## config.mk

```make
export PLATFORM = sky130hd
export DESIGN_NAME = rn_rename
export DESIGN_NICKNAME = d
export VERILOG_FILES = /design/src/rtl/rn_pkg.sv /design/src/rtl/rn_map_table.sv /design/src/rtl/rn_free_list.sv /design/src/rtl/rn_rename.sv
export SDC_FILE = /design/constraint.sdc
export NUM_CORES = 1
export LEC_CHECK = 0
export CORE_UTILIZATION = 40
export DETAILED_ROUTE_END_ITERATION = 8
export PLACE_DENSITY = 0.7
export SLEW_MARGIN = 10
export SYNTH_ARGS = -nofsm -noshare
export SYNTH_HDL_FRONTEND = slang
export SYNTH_SLANG_ARGS = --single-unit
```

## constraint.sdc

```tcl
create_clock -name clk -period 3.2 [get_ports clk]
set_input_delay 0.64 -clock clk [delete_from_list [all_inputs] [get_ports clk]]
set_output_delay 0.64 -clock clk [all_outputs]
set_load 0.1 [all_outputs]
```

## src/rtl/rn_pkg.sv

```systemverilog
package rn_pkg;
  typedef enum logic [1:0] {
    FL_IDLE = 2'b00,
    FL_POP  = 2'b01,
    FL_PUSH = 2'b10,
    FL_BOTH = 2'b11
  } fl_op_e;
endpackage

```

## src/rtl/rn_map_table.sv

```systemverilog
module rn_map_table #(
  parameter int ARCH_REGS = 8,
  parameter int PHYS_REGS = 16,
  localparam int AW = $clog2(ARCH_REGS),
  localparam int PW = $clog2(PHYS_REGS)
) (
  input  logic          clk,
  input  logic          rst_n,
  input  logic [AW-1:0] rd0_idx,
  input  logic [AW-1:0] rd1_idx,
  output logic [PW-1:0] rd0_tag,
  output logic [PW-1:0] rd1_tag,
  input  logic          wr_en,
  input  logic [AW-1:0] wr_idx,
  input  logic [PW-1:0] wr_tag
);
  logic [PW-1:0] entry_q [ARCH_REGS];

  for (genvar k = 0; k < ARCH_REGS; k++) begin : g_entry
    always_ff @(posedge clk) begin
      if (!rst_n)
        entry_q[k] <= PW'(k);
      else if (wr_en && (wr_idx == AW'(k)))
        entry_q[k] <= wr_tag;
    end
  end

  // Reads see state before this cycle's write: old mapping for sources.
  assign rd0_tag = entry_q[rd0_idx];
  assign rd1_tag = entry_q[rd1_idx];

  AST_WRITE_LANDS: assert property (@(posedge clk) disable iff (!rst_n)
    wr_en |=> (entry_q[$past(wr_idx)] == $past(wr_tag)));
  AST_NO_WRITE_HOLD: assert property (@(posedge clk) disable iff (!rst_n)
    !wr_en |=> (entry_q[$past(rd0_idx)] == $past(rd0_tag)));
endmodule

```

## src/rtl/rn_free_list.sv

```systemverilog
module rn_free_list #(
  parameter int ARCH_REGS = 8,
  parameter int PHYS_REGS = 16,
  localparam int PW    = $clog2(PHYS_REGS),
  localparam int DEPTH = PHYS_REGS - ARCH_REGS,
  localparam int IW    = (DEPTH > 1) ? $clog2(DEPTH) : 1,
  localparam int CW    = $clog2(DEPTH + 1)
) (
  input  logic          clk,
  input  logic          rst_n,
  input  logic          pop,
  output logic [PW-1:0] head_tag,
  output logic          empty,
  input  logic          push,
  input  logic [PW-1:0] push_tag
);
  import rn_pkg::*;

  logic [PW-1:0] slot_q [DEPTH];
  logic [IW-1:0] head_q, tail_q;
  logic [CW-1:0] cnt_q;
  logic          full;
  fl_op_e        op;

  function automatic logic [IW-1:0] wrap_inc(input logic [IW-1:0] p);
    return (p == IW'(DEPTH - 1)) ? '0 : p + 1'b1;
  endfunction

  assign op       = fl_op_e'({push, pop});
  assign empty    = (cnt_q == '0);
  assign full     = (cnt_q == CW'(DEPTH));
  assign head_tag = slot_q[head_q];

  for (genvar i = 0; i < DEPTH; i++) begin : g_slot
    always_ff @(posedge clk) begin
      if (!rst_n)
        slot_q[i] <= PW'(ARCH_REGS + i);
      else if (push && (tail_q == IW'(i)))
        slot_q[i] <= push_tag;
    end
  end

  always_ff @(posedge clk) begin
    if (!rst_n) begin
      head_q <= '0;
      tail_q <= '0;
      cnt_q  <= CW'(DEPTH);
    end else begin
      case (op)
        FL_POP: begin
          head_q <= wrap_inc(head_q);
          cnt_q  <= cnt_q - 1'b1;
        end
        FL_PUSH: begin
          tail_q <= wrap_inc(tail_q);
          cnt_q  <= cnt_q + 1'b1;
        end
        FL_BOTH: begin
          head_q <= wrap_inc(head_q);
          tail_q <= wrap_inc(tail_q);
        end
        default: ;
      endcase
    end
  end

  AST_NO_OVERFLOW: assert property (@(posedge clk) disable iff (!rst_n)
    (push && !pop) |-> !full);
  AST_NO_UNDERFLOW: assert property (@(posedge clk) disable iff (!rst_n)
    pop |-> !empty);
  AST_COUNT_TRACK: assert property (@(posedge clk) disable iff (!rst_n)
    (push && pop) |=> (cnt_q == $past(cnt_q)));
  AST_PUSH_LANDS: assert property (@(posedge clk) disable iff (!rst_n)
    push |=> (slot_q[$past(tail_q)] == $past(push_tag)));
endmodule

```

## src/rtl/rn_rename.sv

```systemverilog
module rn_rename #(
  parameter int ARCH_REGS = 8,
  parameter int PHYS_REGS = 16,
  localparam int AW = $clog2(ARCH_REGS),
  localparam int PW = $clog2(PHYS_REGS)
) (
  input  logic          clk,
  input  logic          rst_n,
  input  logic          in_valid,
  output logic          in_ready,
  input  logic [AW-1:0] in_src0,
  input  logic [AW-1:0] in_src1,
  input  logic          in_has_dst,
  input  logic [AW-1:0] in_dst,
  input  logic          rel_valid,
  input  logic [PW-1:0] rel_tag,
  output logic          out_valid,
  output logic [PW-1:0] out_src0_tag,
  output logic [PW-1:0] out_src1_tag,
  output logic          out_has_dst,
  output logic [PW-1:0] out_dst_tag,
  output logic          stall
);
  logic          fl_empty;
  logic [PW-1:0] fl_head;
  logic [PW-1:0] src0_map, src1_map;
  logic          accept, alloc;

  assign in_ready = !(in_has_dst && fl_empty);
  assign stall    = in_valid && !in_ready;
  assign accept   = in_valid && in_ready;
  assign alloc    = accept && in_has_dst;

  rn_map_table #(.ARCH_REGS(ARCH_REGS), .PHYS_REGS(PHYS_REGS)) u_map (
    .clk     (clk),
    .rst_n   (rst_n),
    .rd0_idx (in_src0),
    .rd1_idx (in_src1),
    .rd0_tag (src0_map),
    .rd1_tag (src1_map),
    .wr_en   (alloc),
    .wr_idx  (in_dst),
    .wr_tag  (fl_head)
  );

  rn_free_list #(.ARCH_REGS(ARCH_REGS), .PHYS_REGS(PHYS_REGS)) u_free (
    .clk      (clk),
    .rst_n    (rst_n),
    .pop      (alloc),
    .head_tag (fl_head),
    .empty    (fl_empty),
    .push     (rel_valid),
    .push_tag (rel_tag)
  );

  always_ff @(posedge clk) begin
    if (!rst_n) begin
      out_valid    <= 1'b0;
      out_src0_tag <= '0;
      out_src1_tag <= '0;
      out_has_dst  <= 1'b0;
      out_dst_tag  <= '0;
    end else begin
      out_valid <= accept;
      if (accept) begin
        out_src0_tag <= src0_map;
        out_src1_tag <= src1_map;
        out_has_dst  <= in_has_dst;
        out_dst_tag  <= in_has_dst ? fl_head : '0;
      end
    end
  end

  AST_RESP_AFTER_ACCEPT: assert property (@(posedge clk) disable iff (!rst_n)
    accept |=> out_valid);
  AST_NO_RESP_IDLE: assert property (@(posedge clk) disable iff (!rst_n)
    !accept |=> !out_valid);
  AST_STALL_NO_RESP: assert property (@(posedge clk) disable iff (!rst_n)
    stall |=> !out_valid);
  AST_NODST_ZERO: assert property (@(posedge clk) disable iff (!rst_n)
    (out_valid && !out_has_dst) |-> (out_dst_tag == '0));
  AST_NODST_READY: assert property (@(posedge clk) disable iff (!rst_n)
    !in_has_dst |-> in_ready);
endmodule

```

==> reports/metrics.cfg <==
[synthesis]
syn_avg_cell_area_um2 = 12.48
ys_seq_area_frac = 0.5496
synthDistinctLibCells = 41
yosys_warnings = 0
syn-num-nets = 391
synth_seq_cells = 91
synth_edf_count = 64
syn_inst = 359
synth_flop_cell = edfxtp_1
synthesis.area_um2 = 4481
ys_async_sr_fraction = 0

[floorplan]
start_util = 0.4115
chipWidth_um = 107.8
row_count = 38
io_pins = 34
dieArea_um2 = 11630
die_y_um = 107.8
core_area_um2 = 10890

[cts]
ctsHoldBuffers = 0
clkTransAtPathRegs_ps = 80
htreeDepth = 3
cts_setup_buffers = 0
insertion_delay_ps = 360
tritoncts = yes
cts_buffers = 9
cts-root-buf = clkbuf_8
cts_buffer_depth = 2
cts.sinks = 91
cts_resized = 0

[layout]
syn_to_final_growth_pct = 13.88
fin_area_um2 = 5102
drive_gt1_frac = 0.1904
num_antenna_cells = 0
nNetsFinal = 421

[pwr]
peakVddDrop_mv = 0.2257
power_switching_mw = 0.7938
p_int_mw = 1.890
leakage_nw = 1.708
switching_share = 0.2958
pwr-share-clk = 0.288
combPwrFrac = 0.198
finalPower_mw = 2.684
power.share.sequential = 0.514
p_per_area_nw_per_um2 = 525.9

[timing]
hold_viol = 0
fin_hold_ws_ps = 482.1
max_freq_ghz = 0.3714
skew_ps = 11.68
timing.slew.headroom = 0.5406
rsz0062_at_grt = false
worstMarginPinSlew_ps = 683.2
drv_slew = 0
finalSetupViolations = 0
fin_setup_tns_ps = 0
fin_crit_sh = 0.8414
fin_crit_ps = 2693

[min_path]
hold_class = reg2reg

[routing]
wl_per_cell_um = 16.42
drt_iter0_markers = 196
via_count = 2924
wl_um = 8768
drc_errors = 0
viasPerCell = 5.476
first_pass_iters = 4
antenna_left = 0

[worst_setup_path]
crit_path_max_fanout = 5
critical_path_required_ps = 3450
path_class = in2reg
cp.arrival_ps = 2940
endpoint_kind = flip-flop
cp-start-kind = input port

[placed_design]
gp_congestion = 0.8382
dp_hpwl_um = 6611
post_dp_cell_area_um2 = 4907
portBuffers = 33

[global_routing]
grt_pass1_wl_um = 13910
antenna_found_initial = 0
grt_pass1_vias = 2844
grt_max_degree = 24
grt_overflow = 0
grt_usage = 0.1613

[job]
maxCapViolCount = 0

[outcome]
outcome = finished, final reports clean

==> kinds of logic after synthesis <==
logic type / after synthesis / share of synthesized area
AO/OA/AOI/OAI: 42 / 0.05473
XOR/XNOR: 2 / 0.003910
adder cells (fa/ha/maj): 14 / 0.04077
buffers and inverters: 31 / 0.02960
flip-flops: 91 / 0.5496
multiplexers: 38 / 0.1634
AND/OR/NAND/NOR: 141 / 0.1581
==> cells in the final DEF (no fill, tap or decap), types with 6 or more instances in the layout <==
master	synthesis	layout
nand2_1	40	40
buf_4	0	24
nand4_1	6	6
ha_1	13	13
nor2_1	31	31
nand3_1	12	12
edfxtp_1	64	64
dfxtp_1	27	27
o21ai_0	14	14
a21oi_1	13	13
nor3_1	6	6
nand2b_1	14	14
clkdlybuf4s50_1	0	17
nor2b_1	8	8
or2_2	6	6
mux4_2	24	24
inv_1	9	9
mux2i_1	9	9
clkbuf_8	0	10
==> final timing paths <==
| check | end | depth (start not counted) | from | slack [ps] |
|---|---|---|---|---|
| setup / recovery | u_free.cnt_q[3] | 11 | in_has_dst | 510 |
| hold / removal | out_dst_tag[2] | 2 | out_dst_tag[2] | 480 |
| setup reg to reg | u_free.cnt_q[3] | 10 | u_free.cnt_q[0] | 600 |
| hold reg to reg | out_dst_tag[2] | 2 | out_dst_tag[2] | 480 |
==> sequential cells by signal, summed over array words and instances (netlist names), named ones only <==
register,count
out_src0_tag,4
u_free.head_q,3
out_valid,1
u_map.entry_q,32
u_free.cnt_q,4
out_src1_tag,4
u_free.tail_q,3
out_has_dst,1
u_free.slot_q,32
out_dst_tag,4
==> layer usage <==
metal  vias to the layer above  routed length [um]  GRT usage
met4                         0                 276    0.09491
met1                      1415                3673     0.1992
met5                         -                   0          0
met2                        99                4327     0.2596
met3                        23                 490    0.03511
li1                       1387                   -          -
==> synth_stat cells (all sizes together) (5+ instances only) <==
library cell,count,area share
nor3,6,0.0067
mux2i,13,0.040
mux4,24,0.12
nor2,32,0.028
nor2b,8,0.011
nand4,6,0.0084
nand2,40,0.034
or2,6,0.0084
nand2b,14,0.020
clkbuf,12,0.010
ha,13,0.036
dfxtp,27,0.12
nor4,5,0.010
nand3,12,0.013
a21oi,13,0.015
buf,10,0.012
inv,9,0.0075
o21ai,14,0.016
edfxtp,64,0.43
==> worst max-delay path, cell delays in order <==
cell	delay, ps
clkdlybuf4s50_1	520
nand2_1	120
nor2_4	100
inv_1	60
ha_1	220
inv_1	160
ha_1	290
a21oi_1	200
a211oi_1	100
a31oi_1	170
mux2_2	350
==> power groups by stage <==
stage	registers (mW)	clock network [mW]	logic, mW
6_report	1.38	0.772	0.532
3_3_place_gp	1.40	0	0.521
3_5_place_dp	1.41	0	0.532
4_1_cts	1.38	0.788	0.534
5_1_grt	1.39	0.837	0.572
2_1_floorplan	1.50	0	0.299
==> cell type report <==
cell class / count / area (um^2)
multi-input combinational: 237 / 1886
tap: 140 / 175.2
sequential: 91 / 2462
timing repair buffer: 41 / 350.3
fill: 951 / 5786
clock inverter: 5 / 53.80
clock buffer: 11 / 141.4
inverter: 9 / 33.78
==> stage by stage <==
stage | worst slack, ps | cells | utilization
detailed placement | 141.8 | 518 | 0.4507
CTS | 529.2 | 534 | 0.4686
global route | 307.2 | 534 | 0.4686
global placement | 228.5 | 518 | 0.4507
floorplan | 578.3 | 359 | -
finish | 507.5 | 534 | 0.4686
(Power assumes the default switching activity.)
